[src/rtl/buck_seq.sv]
module buck_seq #(
  parameter int REF_W    = 10,
  parameter int DELAY    = 64,
  parameter int PG_DLY   = 3,
  parameter int OC_TRIES = 4,
  parameter int UV_PCT   = 80
) (
  input  logic             clk,
  input  logic             rst_n,
  input  logic             tick,
  input  logic             sup_a_ok,
  input  logic             sup_b_ok,
  input  logic             en,
  input  logic             ov,
  input  logic             uv,
  input  logic             oc_lo,
  input  logic             oc_hi,
  input  logic             below_half,
  output logic [REF_W-1:0] ref_code,
  output logic             pgood,
  output logic [1:0]       gate_mode
);
  localparam int CW = $clog2((DELAY > PG_DLY ? DELAY : PG_DLY) + 1);
  localparam int OW = $clog2(OC_TRIES + 1);
  localparam int FULL = (1 << REF_W) - 1;
  localparam logic [REF_W-1:0] FULL_C = REF_W'(FULL);
  localparam logic [REF_W-1:0] ARM_C  = REF_W'((FULL * UV_PCT) / 100);

  localparam logic [1:0] G_OFF = 2'd0, G_PWM = 2'd1, G_LOW = 2'd2, G_DIS = 2'd3;

  typedef enum logic [2:0] {
    S_IDLE, S_HOLD, S_RAMP, S_PGW, S_RUN, S_DIS, S_LOV, S_LOFF
  } st_t;

  st_t st;
  logic [CW-1:0] cnt;
  logic [OW-1:0] occ;

  wire sup_ok = sup_a_ok & sup_b_ok;
  wire sw     = (st == S_RAMP) || (st == S_PGW) || (st == S_RUN);
  wire uv_hit = uv && ((st == S_RUN) || (st == S_PGW) ||
                       ((st == S_RAMP) && (ref_code >= ARM_C)));

  always_ff @(posedge clk or negedge rst_n) begin
    if (!rst_n) begin
      st       <= S_IDLE;
      cnt      <= '0;
      occ      <= '0;
      ref_code <= '0;
    end else if (tick) begin
      if (!sup_ok) begin
        st       <= S_IDLE;
        cnt      <= '0;
        occ      <= '0;
        ref_code <= '0;
      end else begin
        case (st)
          S_IDLE: begin
            occ <= '0;
            if (en) begin
              st  <= S_HOLD;
              cnt <= '0;
            end
          end
          S_LOV, S_LOFF: if (!en) st <= S_IDLE;
          S_DIS:         if (below_half) st <= S_IDLE;
          default: begin
            if (!en) begin
              st       <= S_DIS;
              ref_code <= '0;
            end else if (ov) begin
              st       <= S_LOV;
              ref_code <= '0;
            end else if (sw && oc_hi) begin
              st       <= S_LOFF;
              ref_code <= '0;
            end else if (sw && oc_lo) begin
              ref_code <= '0;
              if (occ == OW'(OC_TRIES - 1)) st <= S_LOFF;
              else begin
                occ <= occ + 1'b1;
                st  <= S_HOLD;
                cnt <= '0;
              end
            end else if (uv_hit) begin
              ref_code <= '0;
              if (st == S_RUN) st <= S_LOFF;
              else begin
                st  <= S_HOLD;
                cnt <= '0;
              end
            end else begin
              case (st)
                S_HOLD:
                  if (cnt == CW'(DELAY - 1)) begin
                    st       <= S_RAMP;
                    ref_code <= '0;
                  end else cnt <= cnt + 1'b1;
                S_RAMP: begin
                  ref_code <= ref_code + 1'b1;
                  if (ref_code == FULL_C - 1'b1) begin
                    st  <= S_PGW;
                    cnt <= '0;
                  end
                end
                S_PGW:
                  if (cnt == CW'(PG_DLY - 1)) st <= S_RUN;
                  else cnt <= cnt + 1'b1;
                default: ;
              endcase
            end
          end
        endcase
      end
    end
  end

  assign pgood = (st == S_RUN) && !uv && !ov;

  always_comb begin
    case (st)
      S_IDLE:                gate_mode = ov ? G_LOW : G_OFF;
      S_RAMP, S_PGW, S_RUN:  gate_mode = G_PWM;
      S_DIS:                 gate_mode = G_DIS;
      S_LOV:                 gate_mode = G_LOW;
      default:               gate_mode = G_OFF;
    endcase
  end
endmodule

[config.mk]
export PLATFORM = sky130hd
export DESIGN_NAME = buck_seq
export DESIGN_NICKNAME = d
export VERILOG_FILES = /design/src/rtl/buck_seq.sv
export SDC_FILE = /design/constraint.sdc
export NUM_CORES = 1
export LEC_CHECK = 0
export CORE_MARGIN = 1
export CORE_UTILIZATION = 55
export DETAILED_ROUTE_END_ITERATION = 10
export PLACE_DENSITY = 0.8
export SETUP_SLACK_MARGIN = 0.15
export SKIP_LAST_GASP = 1
export SYNTH_ARGS = -nofsm -noshare
export SYNTH_HDL_FRONTEND = slang
export SYNTH_SLANG_ARGS = --single-unit
[constraint.sdc]
create_clock -name clk -period 3.1 [get_ports clk]
set_input_delay 0.93 -clock clk [delete_from_list [all_inputs] [get_ports clk]]
set_output_delay 0.93 -clock clk [all_outputs]
set_load 0.05 [all_outputs]
# Word level (Yosys, flattened, before mapping)
# Cells that the tools add are included.
# Widths: inputs -> output; s select.
# word_totals
n_memories,0
ram_bits,0
output_inout_bits,13
romBits,0
latch_bits,0
inputBits,11
regBits,23
wordCells,112
# classes
n_shift,0
eq_ne,34
order_cmp,1
mux,48
n_mul,0
add_sub_neg,3
bitwise_logic,1
n_div,0
reduce_logical,21
# op_table
cell,n
$mux 7,12
$mux 10,8
$mux 3,20
$pmux 7 s3,1
$ne 10x5->1 const B,2
$pmux 10 s2,1
$pmux 3 s3,2
$pmux 7 s2,1
$eq 3x3->1 const B,4
$ne 3x2->1 const B,4
$ne 11x3->1 const B,1
$reduce_and 11->1,1
$add 10x1->10 const B,1
$eq 10x10->1 const B,1
$ge 10x10->1 const B,1
$ne 10x10->1 const B,1
$eq 3x2->1 const B,3
$ne 3x3->1 const B,3
$ne 8x3->1 const B,1
$ne 8x8->1 const B,1
$pmux 2 s4,1
$reduce_and 8->1,1
$add 7x1->7 const B,1
$eq 7x2->1 const B,1
23 further kinds,35

# Depth between registers and ports, before layout
# logic_depth
depth_word,11
mapped_depth,9
depth_no_buf,8

# Worst setup path after synthesis
# No wires, ideal clock.
# synth_path
path_kind,input -> output
from,in ov
to,out gate_mode[1]
n_path_buf,0
setup_slack_ns,-0.037
t_required_ns,2.170
t_arrival_ns,2.207
path_stages,3
path_cell_list,and3_1 -> a21oi_1 -> o21ai_0
# synth_via
elab_chain_cells,2
# synth_lines
item,line_no,text
from (decl),14,"input logic ov,"
$mux 2,122,S_IDLE: gate_mode = ov ? G_LOW : G_OFF;
$pmux 2 s4,121,case (st)
to (decl),21,output logic [1:0] gate_mode
# Every way passes these cells.

# Final worst setup path
# Ends and elaborated chain as after synthesis.

==> impl_metrics.ini <==
[drt]
via_per_inst = 6.25
drtIter0Drc = 186
wl_per_cell_um = 15.5
antenna_left = 0
wl_mm = 4.52
drt_pass1_iterations = 5
num_vias = 1819
drc = 0

[final_layout]
area_growth_pct = 23.0
nNetsFinal = 265
fin_util_pct = 71.6
antenna_cells = 0
drive_gt1_share_pct = 12.1

[global_route]
grt_max_degree = 24
antenna_found_initial = 0
grt_pass1_wl_mm = 7.49
grt_use_total_pct = 27.7
grt.overflow.total = 0
grt_pass1_vias = 1663

[sta]
fin_crit_sh_pct = 93.8
relSlewSlack_pct = 66.4
hold_violations = 0
tightest_slew_ns = 0.502
setup_viol = 0
skew_ns = 0.00679
drv_slew = 0
tns_ns = 0
timing.fmax_mhz = 344
fin_crit_ns = 2.91
rsz0062_at_grt = false

[synth]
synth_area_per_cell_um2 = 8.27
synthTopCellsByArea = dfrtp_1, o21ai_0, o31ai_1
ys_ff_latch = 23
synth_cell_type_count = 54
synth_top_area_share_pct = 32.4
synth_seq_area_share_pct = 32.4
synth-main-ff-cell = dfrtp_1
synth_common_cells = o21ai_0, dfrtp_1, nand2_1, nor2_1, o31ai_1
synth.net_count = 232
yosys.cell_count.top_type = o21ai_0
synth-edff-count = 0
ys_warn_count = 0
async_flop_share_pct = 100
synth_area_leader_cell = dfrtp_1
netlist_area_um2 = 1780
syn_inst = 215

[die]
die_area_um2 = 3460
core_um2 = 3050
fp-row-count = 20
start_util_pct = 58.2
die_w_um = 58.9
ioPinCount = 24
die_h_um = 58.9

[worst_hold_path]
hold_class = reg -> reg
holdPathStages = 1
min_from = occ[0]
holdPathEnd = occ[0]

[clock_tree]
numCtsBuffers = 3
cts.root.buffer_cell = clkbuf_4
cts_setup_buffers = 0
clock_path_buffers = 2
clkTransAtPathRegs_ns = 0.13
cts.sinks = 23
cts_tree = built
cts_max_level = 1
insertion_delay_ns = 0.31

[pwr]
p_int_mw = 0.441
p_per_area_nw_per_um2 = 306
leakagePower_nw = 0.880
combPwrFrac_pct = 30.5
clkPwrFrac_pct = 20.8
swShare_pct = 34.3
worst_ir_drop_vdd_mv = 0.169
p_seq_share_pct = 48.6
switchingPower_mw = 0.230

[placement]
gp_congestion = 0.919
port_buffers = 23
dp_hpwl_mm = 3.30

[setup_path]
reg2reg_depth = 8
cp-end-kind = output pin
ff2ff_setup_slack_ns = 0.50
critical_path.reg2reg.endpoint = cnt[3]
r2r_start = ref_code[0]
arrival_ns = 1.98
cp.required_ns = 2.17
crit_fanout = 2
crit_path_start_kind = input port
worstSetupPathType = in -> out

[job]
max-cap-violations = 0

[run_status]
outcome = complete, no violations
==> state kept, by name, indices dropped and copies added (netlist names) <==
signal and flops:
cnt 7, occ 3, ref_code 10, st 3
==> through the flow <==
step | setup WS, ns | instances | hold WS, ns | instance area, um2 | power (mW)
CTS | 0.156 | 291 | 0.502 | 2180 | 0.673
global route | 0.157 | 291 | 0.502 | 2190 | 0.706
finish | 0.192 | 291 | 0.495 | 2190 | 0.670
detailed placement | 0.103 | 287 | 0.483 | 2150 | 0.530
global placement | 0.135 | 287 | 0.460 | 2150 | 0.523
floorplan | 0.342 | 215 | 0.446 | 1780 | 0.448
==> layout by cell type (no fill, tap or decap), types with 3 or more instances in the layout <==
cell type        count
nor3_1               3
inv_1                7
nand4_1              4
and2b_1              3
clkdlybuf4s50_1     20
nand3_1             10
o31ai_1             11
o21a_1               4
and3_1               5
ha_1                 6
a21oi_1              7
a211oi_1             3
buf_4               15
nor2_1              15
clkbuf_4             3
dfrtp_1             23
o21ai_1              4
a31oi_1              3
and2_1               4
nand2_1             17
nor2b_1              4
o21ai_0             26
nand2b_1             5
==> layer usage <==
layer | vias to the layer above | share of wire (%) | wire, um | GRT usage (%)
met5 | - | 0 | 0 | 0
met4 | 0 | 0.66 | 30 | 9.18
met3 | 4 | 6.7 | 301 | 3.30
met2 | 86 | 47 | 2140 | 45.1
met1 | 856 | 45 | 2040 | 38.1
li1 | 873 | - | - | -
==> power by group through the flow <==
stage                     registers [mW]  clock network (mW)  logic, mW
after floorplan                    0.318                   0      0.130
after global placement             0.329                   0      0.193
after detailed placement           0.330                   0      0.200
after CTS                          0.325               0.147      0.201
after global routing               0.328               0.158      0.220
final                              0.326               0.140      0.205
==> critical path, cell delays in order <==
cell and delay [ns]:
clkdlybuf4s50_1 0.48, and3_1 0.18, a21oi_2 0.05, o21ai_2 0.17
buf_12 0.16
==> layout make-up <==
| class | count | area (um2) |
|---|---|---|
| clock buffer | 3 | 22.5 |
| tap | 44 | 55.1 |
| fill | 260 | 866 |
| sequential | 23 | 576 |
| multi-input combinational | 175 | 1140 |
| clock inverter | 1 | 5.00 |
| timing repair buffer | 38 | 362 |
| inverter | 7 | 26.3 |
==> worst max-delay path by stage <==
stage | endpoint | from | slack (ns) | cells after the start
floorplan | gate_mode[1] | ov | 0.34 | 3
global placement | cnt[3] | ov | 0.14 | 7
detailed placement | cnt[3] | ov | 0.10 | 7
CTS | gate_mode[1] | ov | 0.16 | 5
global route | gate_mode[1] | ov | 0.16 | 5
finish | gate_mode[1] | ov | 0.19 | 5
==> what timing repair did <==
| action | CTS | global route |
|---|---|---|
| hold buffers | 0 | 0 |
| gates resized for setup | 2 | 1 |
| setup endpoints to repair | 2 | 1 |
| hold endpoints to repair | 0 | 0 |
==> kinds of logic (layout without fill, tap and decap cells) <==
logic type / after synthesis / count (layout) / synth area share [%]
AOI/OAI and AO/OA: 78 / 78 / 30.2
xor gates and xnor gates: 2 / 2 / 0.985
adders and majority gates: 6 / 6 / 4.22
buffers and inverters: 17 / 49 / 4.15
DFF: 23 / 23 / 32.4
muxes: 2 / 2 / 1.13
and+or+nand+nor: 87 / 87 / 27.0
(Power assumes the default switching activity.)
